==> config.mk <==
export PLATFORM = sky130hd
export DESIGN_NAME = split_result_reg
export DESIGN_NICKNAME = d
export VERILOG_FILES = /design/src/rtl/srr_pkg.sv /design/src/rtl/srr_lock_fsm.sv /design/src/rtl/srr_store.sv /design/src/rtl/srr_format.sv /design/src/rtl/split_result_reg.sv
export SDC_FILE = /design/constraint.sdc
export NUM_CORES = 1
export LEC_CHECK = 0
export BUFFER_PORTS_ARGS = -buffer_cell sky130_fd_sc_hd__buf_2
export CORE_MARGIN = 2
export CORE_UTILIZATION = 44
export CTS_BUF_LIST = sky130_fd_sc_hd__clkbuf_16
export CTS_CLUSTER_DIAMETER = 120
export CTS_CLUSTER_SIZE = 10
export DETAILED_ROUTE_END_ITERATION = 7
export HOLD_SLACK_MARGIN = 0.02
export PLACE_DENSITY = 0.8
export SLEW_MARGIN = 40
export SYNTH_ARGS = -nofsm -noshare
export SYNTH_HDL_FRONTEND = slang
export SYNTH_SLANG_ARGS = --single-unit
==> constraint.sdc <==
create_clock -name clk -period 3.1 [get_ports clk]
set_input_delay 0.31 -clock clk [delete_from_list [all_inputs] [get_ports clk]]
set_output_delay 0.31 -clock clk [all_outputs]
set_load 0.005 [all_outputs]
==> src/rtl/srr_pkg.sv <==
package srr_pkg;
    typedef enum logic {
        ST_OPEN   = 1'b0,
        ST_LOCKED = 1'b1
    } lock_state_e;
endpackage

==> src/rtl/srr_lock_fsm.sv <==
module srr_lock_fsm
    import srr_pkg::*;
(
    input  logic clk,
    input  logic rst_n,
    input  logic res_wr,
    input  logic rd_lo,
    input  logic rd_hi,
    output logic locked,
    output logic accept
);
    lock_state_e state_q, state_d;

    always_ff @(posedge clk or negedge rst_n) begin
        if (!rst_n) state_q <= ST_OPEN;
        else        state_q <= state_d;
    end

    always_comb begin
        state_d = state_q;
        unique case (state_q)
            ST_OPEN:   if (rd_lo && !rd_hi) state_d = ST_LOCKED; // LOCK
            ST_LOCKED: if (rd_hi)           state_d = ST_OPEN;   // RELEASE
            default:                        state_d = ST_OPEN;
        endcase
    end

    always_comb begin
        locked = 1'b0;
        accept = 1'b0;
        unique case (state_q)
            ST_OPEN:   accept = res_wr && !rd_lo && !rd_hi;
            ST_LOCKED: locked = 1'b1;
            default:   ;
        endcase
    end
endmodule

==> src/rtl/srr_store.sv <==
module srr_store #(
    parameter int RES_W = 10
) (
    input  logic             clk,
    input  logic             rst_n,
    input  logic             accept,
    input  logic             res_wr,
    input  logic [RES_W-1:0] res_data,
    output logic [RES_W-1:0] stored_q,
    output logic             irq_q
);
    always_ff @(posedge clk or negedge rst_n) begin
        if (!rst_n) begin
            stored_q <= '0;
            irq_q    <= 1'b0;
        end else begin
            if (accept) stored_q <= res_data;
            irq_q <= res_wr;
        end
    end
endmodule

==> src/rtl/srr_format.sv <==
module srr_format #(
    parameter int RES_W = 10,
    parameter int BUS_W = 8
) (
    input  logic [RES_W-1:0] value,
    input  logic             left_adj,
    output logic [BUS_W-1:0] lo_byte,
    output logic [BUS_W-1:0] hi_byte
);
    localparam int W2  = 2 * BUS_W;
    localparam int PAD = W2 - RES_W;

    logic [W2-1:0] right_w, left_w, sel_w;

    always_comb begin
        right_w = W2'(value);
        left_w  = right_w << PAD;
        sel_w   = left_adj ? left_w : right_w;
        hi_byte = sel_w[W2-1:BUS_W];
        lo_byte = sel_w[BUS_W-1:0];
    end
endmodule

==> src/rtl/split_result_reg.sv <==
module split_result_reg #(
    parameter int RES_W = 10,
    parameter int BUS_W = 8
) (
    input  logic             clk,
    input  logic             rst_n,
    input  logic [RES_W-1:0] res_data,
    input  logic             res_wr,
    input  logic             rd_lo,
    input  logic             rd_hi,
    input  logic             left_adj,
    output logic [BUS_W-1:0] lo_byte,
    output logic [BUS_W-1:0] hi_byte,
    output logic             irq
);
    logic             locked;
    logic             accept;
    logic [RES_W-1:0] stored_q;

    srr_lock_fsm u_fsm (
        .clk    (clk),
        .rst_n  (rst_n),
        .res_wr (res_wr),
        .rd_lo  (rd_lo),
        .rd_hi  (rd_hi),
        .locked (locked),
        .accept (accept)
    );

    srr_store #(.RES_W(RES_W)) u_store (
        .clk      (clk),
        .rst_n    (rst_n),
        .accept   (accept),
        .res_wr   (res_wr),
        .res_data (res_data),
        .stored_q (stored_q),
        .irq_q    (irq)
    );

    srr_format #(.RES_W(RES_W), .BUS_W(BUS_W)) u_fmt (
        .value    (stored_q),
        .left_adj (left_adj),
        .lo_byte  (lo_byte),
        .hi_byte  (hi_byte)
    );
endmodule

==> impl_metrics.json, run 1 <==
{
  "status": "complete, no violations",
  "worstMarginPinSlew_ns": 0.636,
  "die_w_um": 40.2,
  "final-max-slew-violation-count": 0,
  "rr_endpoint": "u_store.stored_q[5]",
  "grt_pass1_wl_mm": 1.48,
  "diodes": 0,
  "cts_root_buf": "clkbuf_16",
  "hp-start": "res_wr",
  "hold-path-endpoint": "u_store.irq_q",
  "via_per_inst": 5.00,
  "crit_path_start_kind": "flip-flop",
  "r2r_slack_ns": 1.61,
  "synth_top_cell_area_share_pct": 52.2,
  "yosysTopAreaCell": "dfrtp_1",
  "synth_edf_count": 0,
  "synth_common_cells": "mux2_2 (14), dfrtp_1 (12), and2_1 (6), nor2b_1 (6), nor2_1 (2)",
  "ys.flop_type": "dfrtp_1",
  "synth-simple-area-share_pct": 17.0,
  "cp_cell_sequence": "nor4b_4, mux2_2",
  "ios": 33,
  "grt_start_max_net_pins": 17,
  "critPathRequiredTime_ns": 3.22,
  "cts_buffers": 3,
  "io_buffers": 32,
  "endpoint_kind": "flip-flop",
  "irDropWorstVdd_uv": 362,
  "grt_remaining_overflow": 0,
  "synth.distinct_cells": 9,
  "start_util_pct": 46.0,
  "synth_top_family_by_area": "multiplexers",
  "worst_clock_skew_ns": 0.00117,
  "grt_util_all_layers_pct": 14.5,
  "cts_tree": "yes",
  "drc": 0,
  "core_um2": 1250,
  "synthMuxAreaShare_pct": 27.4,
  "layout-drive-gt1-share_pct": 64.1,
  "clk_latency_ns": 0.23,
  "rows": 13,
  "slew_headroom_pct": 57.4,
  "dpl.hpwl_um": 820,
  "hold_path_class": "input port to flip-flop",
  "wl_per_cell_um": 12.2,
  "wl_mm": 1.14,
  "fin_nets": 95,
  "finalCriticalPeriod_ns": 1.49,
  "async_flop_share_pct": 100,
  "rsz0062_at_grt": "false",
  "clkTransAtPathRegs_ns": 0.04,
  "critPathMaxFanout": 10,
  "critPathMaxStageDelay_ns": 0.57,
  "postCtsSetupBuffers": 0,
  "powerDensity_nw_per_um2": 669,
  "synth_xor_area_share_pct": 0,
  "cts.sinks": 12,
  "timing.fmax_mhz": 672,
  "hold_buffers": 1,
  "setup_violations": 0,
  "synth.avg_cell_area_um2": 13.1,
  "antenna_found_initial": 0,
  "area_growth_pct": 44.6,
  "cp_slowest_cell": "nor4b_4",
  "netlist_area_um2": 576,
  "drt_iter0_markers": 1,
  "drtAntennaViolNets": 0,
  "power.leakage_nw": 0.418,
  "syn_nets": 60,
  "postSynthCellCount": 44,
  "worstPathArrival_ns": 1.61,
  "fin_crit_sh_pct": 48.0,
  "cts_buffer_depth": 2,
  "worst_r2r_path_depth": 2,
  "drt-pass1-iter-count": 4,
  "grt_pass1_vias": 376,
  "design.die.area_um2": 1610,
  "drv_cap": 0,
  "synth.most_common_cell": "mux2_2",
  "synth_area_leaders": "dfrtp_1 (52%), mux2_2 (27%), and2_1 (6.5%)",
  "synth_compound_area_share_pct": 0,
  "critPathKind": "flip-flop to flip-flop",
  "nFillCells": 80,
  "cts_resized": 0,
  "vias": 465,
  "routabilityCongestion": 0.708,
  "cts_max_level": 1,
  "finalHoldViolCount": 0,
  "setup_tns_ns": 0,
  "yosys_warnings": 0,
  "yosysSeqAreaShare_pct": 52.2,
  "die_h_um": 40.2,
  "hold_depth": 1,
  "ys_ff_latch": 12,
  "hold_ws_ns": 0.197,
  "synthAdderAreaFrac_pct": 0,
  "r2r-start": "u_fsm.state_q"
}
==> layout make-up <==
| class | instances | area [um^2] | share of cell area (%) |
|---|---|---|---|
| clock buffers | 3 | 75.1 | 9.02 |
| clock inverters | 1 | 3.75 | 0.451 |
| multi-input cells | 29 | 264 | 31.7 |
| flip-flops and latches | 12 | 300 | 36.1 |
| well taps | 15 | 18.8 | 2.26 |
| repair buffers | 33 | 170 | 20.5 |
==> routing by layer <==
layer	global-route usage, %	part of all wire (%)	vias up
met2	23.8	56	15
met3	3.33	4.9	2
met5	0	0	-
met4	10.3	0.35	0
met1	16.3	38	236
li1	-	-	212
==> sequential cells by signal (all words and copies together) (netlist names) <==
name,flops
u_store.stored_q,10
u_fsm.state_q,1
u_store.irq_q,1
==> worst max-delay path, delay by kind of cell (launching register included) <==
| kind | cells | cell delay (ns) |
|---|---|---|
| multiplexers | 1 | 0.41 |
| AND/OR/NAND/NOR | 1 | 0.57 |
| flip-flops | 1 | 0.40 |
==> worst max-delay path by stage <==
stage                              from                  end  slack [ns]  cells after the start
after floorplan           u_fsm.state_q  u_store.stored_q[0]        1.89                      3
after global placement            rd_hi  u_store.stored_q[0]        1.27                      3
after detailed placement          rd_hi  u_store.stored_q[2]        1.52                      3
after CTS                 u_fsm.state_q  u_store.stored_q[5]        1.59                      2
after global routing      u_fsm.state_q  u_store.stored_q[5]        1.53                      2
final                     u_fsm.state_q  u_store.stored_q[5]        1.61                      2
==> cell families (layout without fill, tap and decap cells) <==
family	Yosys count	in the layout
simple gates	15	15
buf+inv	3	37
mux	14	14
flops	12	12
==> placed cells by master, fill, tap and decap left out <==
cell           instances
clkinv_1               1
and2_1                 6
nor2b_1                6
clkbuf_16              3
dfrtp_1               12
nor2_1                 2
dlygate4sd3_1          1
nor4b_4                1
buf_2                 32
mux2_2                14
==> power by group <==
group / leakage (nW) / internal (W) / switching (W) / total, W
logic: 0.236 / 0.0000763 / 0.0000415 / 0.000118
clock network: 0.0385 / 0.000169 / 0.0000600 / 0.000229
registers: 0.143 / 0.000189 / 0.0000211 / 0.000210
==> per-stage QoR <==
stage	util, %	setup WS, ns	std cells	cell area (um^2)	power (W)
after global routing	66.4	1.53	93	832	0.000588
after global placement	58.6	1.27	88	734	0.000322
after detailed placement	59.3	1.52	88	743	0.000330
after floorplan	-	1.89	44	576	0.000274
final	66.4	1.61	93	832	0.000557
after CTS	66.4	1.59	93	832	0.000562
No activity file was read; power rests on OpenSTA's default activity.
==> run 2: changes to the inputs <==
--- a/config.mk
+++ b/config.mk
@@ -7,13 +7,13 @@
 export LEC_CHECK = 0
 export BUFFER_PORTS_ARGS = -buffer_cell sky130_fd_sc_hd__buf_2
 export CORE_MARGIN = 2
-export CORE_UTILIZATION = 44
+export CORE_UTILIZATION = 37
 export CTS_BUF_LIST = sky130_fd_sc_hd__clkbuf_16
 export CTS_CLUSTER_DIAMETER = 120
 export CTS_CLUSTER_SIZE = 10
 export DETAILED_ROUTE_END_ITERATION = 7
 export HOLD_SLACK_MARGIN = 0.02
-export PLACE_DENSITY = 0.8
+export PLACE_DENSITY = 0.72
 export SLEW_MARGIN = 40
 export SYNTH_ARGS = -nofsm -noshare
 export SYNTH_HDL_FRONTEND = slang
==> constraint.sdc (replaced) <==
create_clock -name clk -period 1.24 [get_ports clk]
set_input_delay 0.124 -clock clk [delete_from_list [all_inputs] [get_ports clk]]
set_output_delay 0.124 -clock clk [all_outputs]
set_load 0.005 [all_outputs]
==> run 2 against run 1 <==
  * The flow now finishes with violations (negative setup slack)
  * Sequential cell count unchanged
  * Maximum frequency up 14%
  * Sequential power grew 150%
  * Cell count up 6.5%
  * Sequential share of layout area is 1.9 points lower
  * Total power increased to 2.5 times the previous value
  * Clock skew hardly changed
  * Largest cell class unchanged
  * Highest routed layer unchanged
==> impl_metrics.json, run 2 (synthesis gave the netlist of run 1 again) <==
{
  "status": "complete, but fails checks",
  "violations": "negative setup slack",
  "fin_crit_sh_pct": 105,
  "ios": 33,
  "grt_remaining_overflow": 0,
  "fin_ws_ns": -0.0634,
  "area_growth_pct": 52.4,
  "worstPathArrival_ns": 1.42,
  "timing.fmax_mhz": 767,
  "cp_cell_sequence": "nor4b_4, buf_4, mux2_2",
  "layout-drive-gt1-share_pct": 65.1,
  "endpoint_kind": "flip-flop",
  "swShare_pct": 21.6,
  "drtAntennaViolNets": 0,
  "cts_buffers": 3,
  "cts_max_level": 1,
  "seqPwrFrac_pct": 37.1,
  "p_int_w": 0.00110,
  "vias": 461,
  "cts_root_buf": "clkbuf_16",
  "pre_cts_ws_ns": -0.0378,
  "via_per_inst": 4.66,
  "p_sw_w": 0.000302,
  "max_flop_register": "u_store.stored_q",
  "design.die.area_um2": 1890,
  "worstMarginPinSlew_ns": 0.260,
  "grt_pass1_vias": 390,
  "cp_slowest_cell": "dfrtp_1",
  "critPathKind": "flip-flop to flip-flop",
  "finalCriticalPeriod_ns": 1.30,
  "hold_ws_ns": 0.0842,
  "clk_latency_ns": 0.23,
  "largest_register_ffs": 10,
  "crit_path_start_kind": "flip-flop",
  "die_w_um": 43.4,
  "cts_tree": "yes",
  "grt_pass1_wl_mm": 1.72,
  "final_cell_mix": "buf_2 (32), mux2_2 (13), dfrtp_1 (12)",
  "hold_path_class": "input port to flip-flop",
  "slew_headroom_pct": 82.7,
  "routabilityCongestion": 0.601,
  "antenna_found_initial": 0,
  "powerDensity_nw_per_um2": 1600,
  "grt_util_all_layers_pct": 12.8,
  "critPathRequiredTime_ns": 1.36,
  "io_buffers": 32,
  "diodes": 0,
  "dpl.hpwl_um": 820,
  "core_um2": 1490,
  "irDropWorstVdd_uv": 863,
  "rsz0062_at_grt": "true",
  "cp-startpoint": "u_fsm.state_q",
  "layout_commonest_cell": "buf_2",
  "wl_mm": 1.09,
  "p_clk_share_pct": 41.0,
  "start_util_pct": 38.7,
  "critical-path-top-delay-family": "flip-flops",
  "wl_per_cell_um": 11.0,
  "critPathMaxFanout": 5,
  "rows": 14,
  "hp-start": "rd_hi",
  "die_h_um": 43.4,
  "combPwrFrac_pct": 21.9,
  "r2r-start": "u_fsm.state_q",
  "post-route-util_pct": 58.9,
  "cts_buffer_depth": 2,
  "drt_iter0_markers": 0,
  "drt-pass1-iter-count": 1,
  "clkTransAtPathRegs_ns": 0.04,
  "worst_clock_skew_ns": 0.000907,
  "final_cell_area_um2": 877,
  "placed_area_um2": 751,
  "grt_start_max_net_pins": 14,
  "top_regs": "u_store.stored_q: 10 flops, u_fsm.state_q: 1 flops, u_store.irq_q: 1 flops",
  "power.leakage_nw": 0.446,
  "final-max-slew-violation-count": 0,
  "cts.sinks": 12,
  "critPathMaxStageDelay_ns": 0.39,
  "drv_cap": 0,
  "cp_num_buf_inv": 1,
  "setup_violations": 10,
  "fin_nets": 100,
  "finalHoldViolCount": 0,
  "drc": 0
}
run 2: cell count changes in the layout (fill, tap and decap cells not counted):
cell | before | now
dlygate4sd3_1 | 1 | 2
mux2_2 | 14 | 13
mux2_4 | 0 | 1
buf_4 | 0 | 4
run 2: per-stage QoR:
stage / TNS (ns) / cells / total power [W]
floorplan: 0 / 44 / 0.000684
global placement: -0.0865 / 91 / 0.000810
detailed placement: -0.337 / 91 / 0.000822
CTS: -0.402 / 97 / 0.00141
global route: -1.24 / 99 / 0.00148
finish: -0.542 / 99 / 0.00140
run 2: power by group through the flow:
stage,logic (W),registers [W],clock network (W)
after floorplan,0.000174,0.000511,0
after global placement,0.000290,0.000521,0
after CTS,0.000302,0.000520,0.000585
after global routing,0.000340,0.000536,0.000606
final,0.000306,0.000520,0.000575
after detailed placement,0.000297,0.000526,0
run 2: worst reg2reg max path, cell delays in order (launching register included):
cell and delay, ns:
dfrtp_1 0.39, nor4b_4 0.26, buf_4 0.20, mux2_2 0.33
run 2: metal layers:
| metal | up-vias | track usage [%] | share of wire, % |
|---|---|---|---|
| met5 | - | 0 | 0 |
| met4 | 0 | 9.09 | 1.2 |
| met3 | 2 | 4.17 | 6.4 |
| met2 | 16 | 18.2 | 51 |
| met1 | 215 | 16.2 | 41 |
| li1 | 228 | - | - |
run 2: repair_timing:
| item | CTS | global route |
|---|---|---|
| endpoints found under the hold margin | 13 | 0 |
| setup buffers | 0 | 1 |
| cloned | 0 | 1 |
| gates resized for setup | 0 | 6 |
| hold buffers | 2 | 0 |
| endpoints found under the setup margin | 10 | 10 |
run 2: final cells by class:
class	instances	area, um^2
clock buffers	3	75.1
clock inverters	1	3.75
fillers	125	612
multi-input cells	29	268
flip-flops and latches	12	300
well taps	16	20.0
repair buffers	38	210
run 2: worst paths after layout:
kind,endpoint,slack [ns],cells after the start
setup / recovery,u_store.stored_q[4],-0.06,3
hold / removal,u_fsm.state_q,0.08,2
setup reg to reg,u_store.stored_q[4],-0.06,3
hold reg to reg,u_store.stored_q[4],0.51,1
max in group asynchronous,u_fsm.state_q,0.74,2
min in group asynchronous,u_store.stored_q[1],0.29,2
==> run 3: changes to the inputs <==
==> constraint.sdc (replaced) <==
create_clock -name clk -period 1.24 [get_ports clk]
set_input_delay 0.124 -clock clk [delete_from_list [all_inputs] [get_ports clk]]
set_output_delay 0.124 -clock clk [all_outputs]
set_load 0.02 [all_outputs]
==> run 3 against run 2 <==
  * The run still ends with negative setup slack left
  * Total power grew 6.9%
  * First-iteration DRC count is the same
  * Register-to-register slack gained 0.03 ns
  * Critical endpoint is now u_store.stored_q[9]
  * Combinational power grew 31%
  * Maximum frequency grew 2.1%
  * Sequential cell count is the same
  * Clock skew is essentially flat
  * Highest routed layer unchanged
  * Worst hold slack lost 0.015 ns
  * Count of clock-buffer cells in the layout is the same
  * Cell count shrank 3.0%
  * Largest power group unchanged
==> impl_metrics.json, run 3 (synthesis gave the netlist of run 1 again) <==
{
  "clk_latency_ns": 0.23,
  "grtUsageMet3_pct": 3.75,
  "cts_root_buf": "clkbuf_16",
  "via_per_inst": 4.64,
  "cts.sinks": 12,
  "rows": 14,
  "grt_remaining_overflow": 0,
  "hold_ws_ns": 0.0695,
  "hold-path-endpoint": "u_fsm.state_q",
  "endpoint_kind": "flip-flop",
  "r2r_slack_ns": -0.04,
  "fin_crit_sh_pct": 103,
  "final-max-slew-violation-count": 0,
  "layout-drive-gt1-share_pct": 63.7,
  "finalCriticalPeriod_ns": 1.28,
  "final_cell_mix": "buf_2 (32), mux2_2 (14), dfrtp_1 (12)",
  "start_util_pct": 38.7,
  "slew_headroom_pct": 82.3,
  "global_route.usage.met1_pct": 15.9,
  "drv_cap": 0,
  "worst_clock_skew_ns": 0.000640,
  "antenna_found_initial": 0,
  "use_met2_pct": 20.9,
  "setup_tns_ns": -0.332,
  "fin_ws_ns": -0.0362,
  "drt_iter0_markers": 0,
  "grt_util_all_layers_pct": 13.1,
  "io_buffers": 32,
  "cts_buffers": 3,
  "powerDensity_nw_per_um2": 1780,
  "max_flop_register": "u_store.stored_q",
  "drtAntennaViolNets": 0,
  "gr-max-usage-layer": "met2",
  "diodes": 0,
  "finalHoldViolCount": 0,
  "die_h_um": 43.4,
  "timing.fmax_mhz": 784,
  "worst_r2r_path_depth": 3,
  "hold_depth": 2,
  "crit_path_start_kind": "flip-flop",
  "drt-pass1-iter-count": 1,
  "drc": 0,
  "r2r-start": "u_fsm.state_q",
  "postCtsSetupBuffers": 0,
  "hp-start": "rd_hi",
  "grt_pass1_vias": 408,
  "fin_nets": 97,
  "largest_register_ffs": 10,
  "critPathMaxFanout": 10,
  "worstMarginPinSlew_ns": 0.265,
  "cts_buffer_depth": 2,
  "die_w_um": 43.4,
  "critPathRequiredTime_ns": 1.36,
  "rsz0062_at_grt": "true",
  "worstPathArrival_ns": 1.39,
  "violations": "negative setup slack",
  "ios": 33,
  "power.leakage_nw": 0.423,
  "design.die.area_um2": 1890,
  "wl_per_cell_um": 11.3,
  "critPathKind": "flip-flop to flip-flop",
  "status": "complete, but fails checks",
  "irDropWorstVdd_uv": 938,
  "finalPower_w": 0.00150,
  "final_cell_area_um2": 842,
  "vias": 445,
  "hold_path_class": "input port to flip-flop",
  "core_um2": 1490,
  "area_growth_pct": 46.3,
  "routabilityCongestion": 0.592,
  "grt_start_max_net_pins": 17,
  "wl_mm": 1.09,
  "top_regs": "u_store.stored_q: 10 flops, u_fsm.state_q: 1 flops, u_store.irq_q: 1 flops",
  "grt_pass1_wl_mm": 1.80,
  "setup_violations": 10,
  "clkTransAtPathRegs_ns": 0.04,
  "layout_commonest_cell": "buf_2",
  "cts_tree": "yes",
  "rr_endpoint": "u_store.stored_q[9]",
  "cts_max_level": 1,
  "post-route-util_pct": 56.6,
  "placed_area_um2": 743,
  "cts_resized": 0
}
run 3: changes by cell type in the layout (fill, tap and decap cells not counted):
cell     change
nor4b_4      -1
mux2_4       -1
nor4b_2      +1
mux2_2       +1
buf_4        -3
run 3: cell type report:
type                    count  area, um^2
clock inverters             1        3.75
fillers                   126         647
multi-input cells          29         255
flip-flops and latches     12         300
clock buffers               3        75.1
well taps                  16        20.0
repair buffers             35         188
run 3: routing by layer:
layer / vias up / wire length [um] / share of wire [%]
met5: - / 0 / 0
met4: 0 / 12 / 1.1
met3: 2 / 55 / 5.1
met2: 16 / 543 / 50
met1: 205 / 477 / 44
li1: 222 / - / -
run 3: critical path: stages, from the launching register on:
cell	delay [ns]
dfrtp_1	0.38
nor4b_2	0.21
buf_4	0.22
mux2_2	0.34
run 3: how the worst max path moves through the flow:
stage	startpoint	end	slack [ns]	depth (start not counted)
2_1_floorplan	u_fsm.state_q	u_store.stored_q[0]	0.03	3
3_3_place_gp	u_fsm.state_q	u_store.stored_q[7]	-0.006	3
3_5_place_dp	u_fsm.state_q	u_store.stored_q[9]	-0.04	3
4_1_cts	u_fsm.state_q	u_store.stored_q[9]	-0.05	3
5_1_grt	u_fsm.state_q	u_store.stored_q[5]	-0.11	3
6_report	u_fsm.state_q	u_store.stored_q[9]	-0.04	3
run 3: report_power, final:
part	leakage, nW	internal, W	switching [W]	total, W
Clock	0.0385	0.000423	0.000153	0.000576
Sequential	0.143	0.000472	0.0000504	0.000523
Combinational	0.241	0.000195	0.000204	0.000400
run 3: metrics by stage:
| step | worst slack (ns) | std cells |
|---|---|---|
| floorplan | 0.0280 | 44 |
| global placement | -0.00606 | 90 |
| detailed placement | -0.0420 | 90 |
| CTS | -0.0513 | 96 |
| global route | -0.107 | 96 |
| finish | -0.0362 | 96 |
run 3: what timing repair did:
action | in CTS | in global routing
endpoints found under the setup margin | 10 | 10
hold endpoints to repair | 13 | 0
hold buffers | 2 | 0
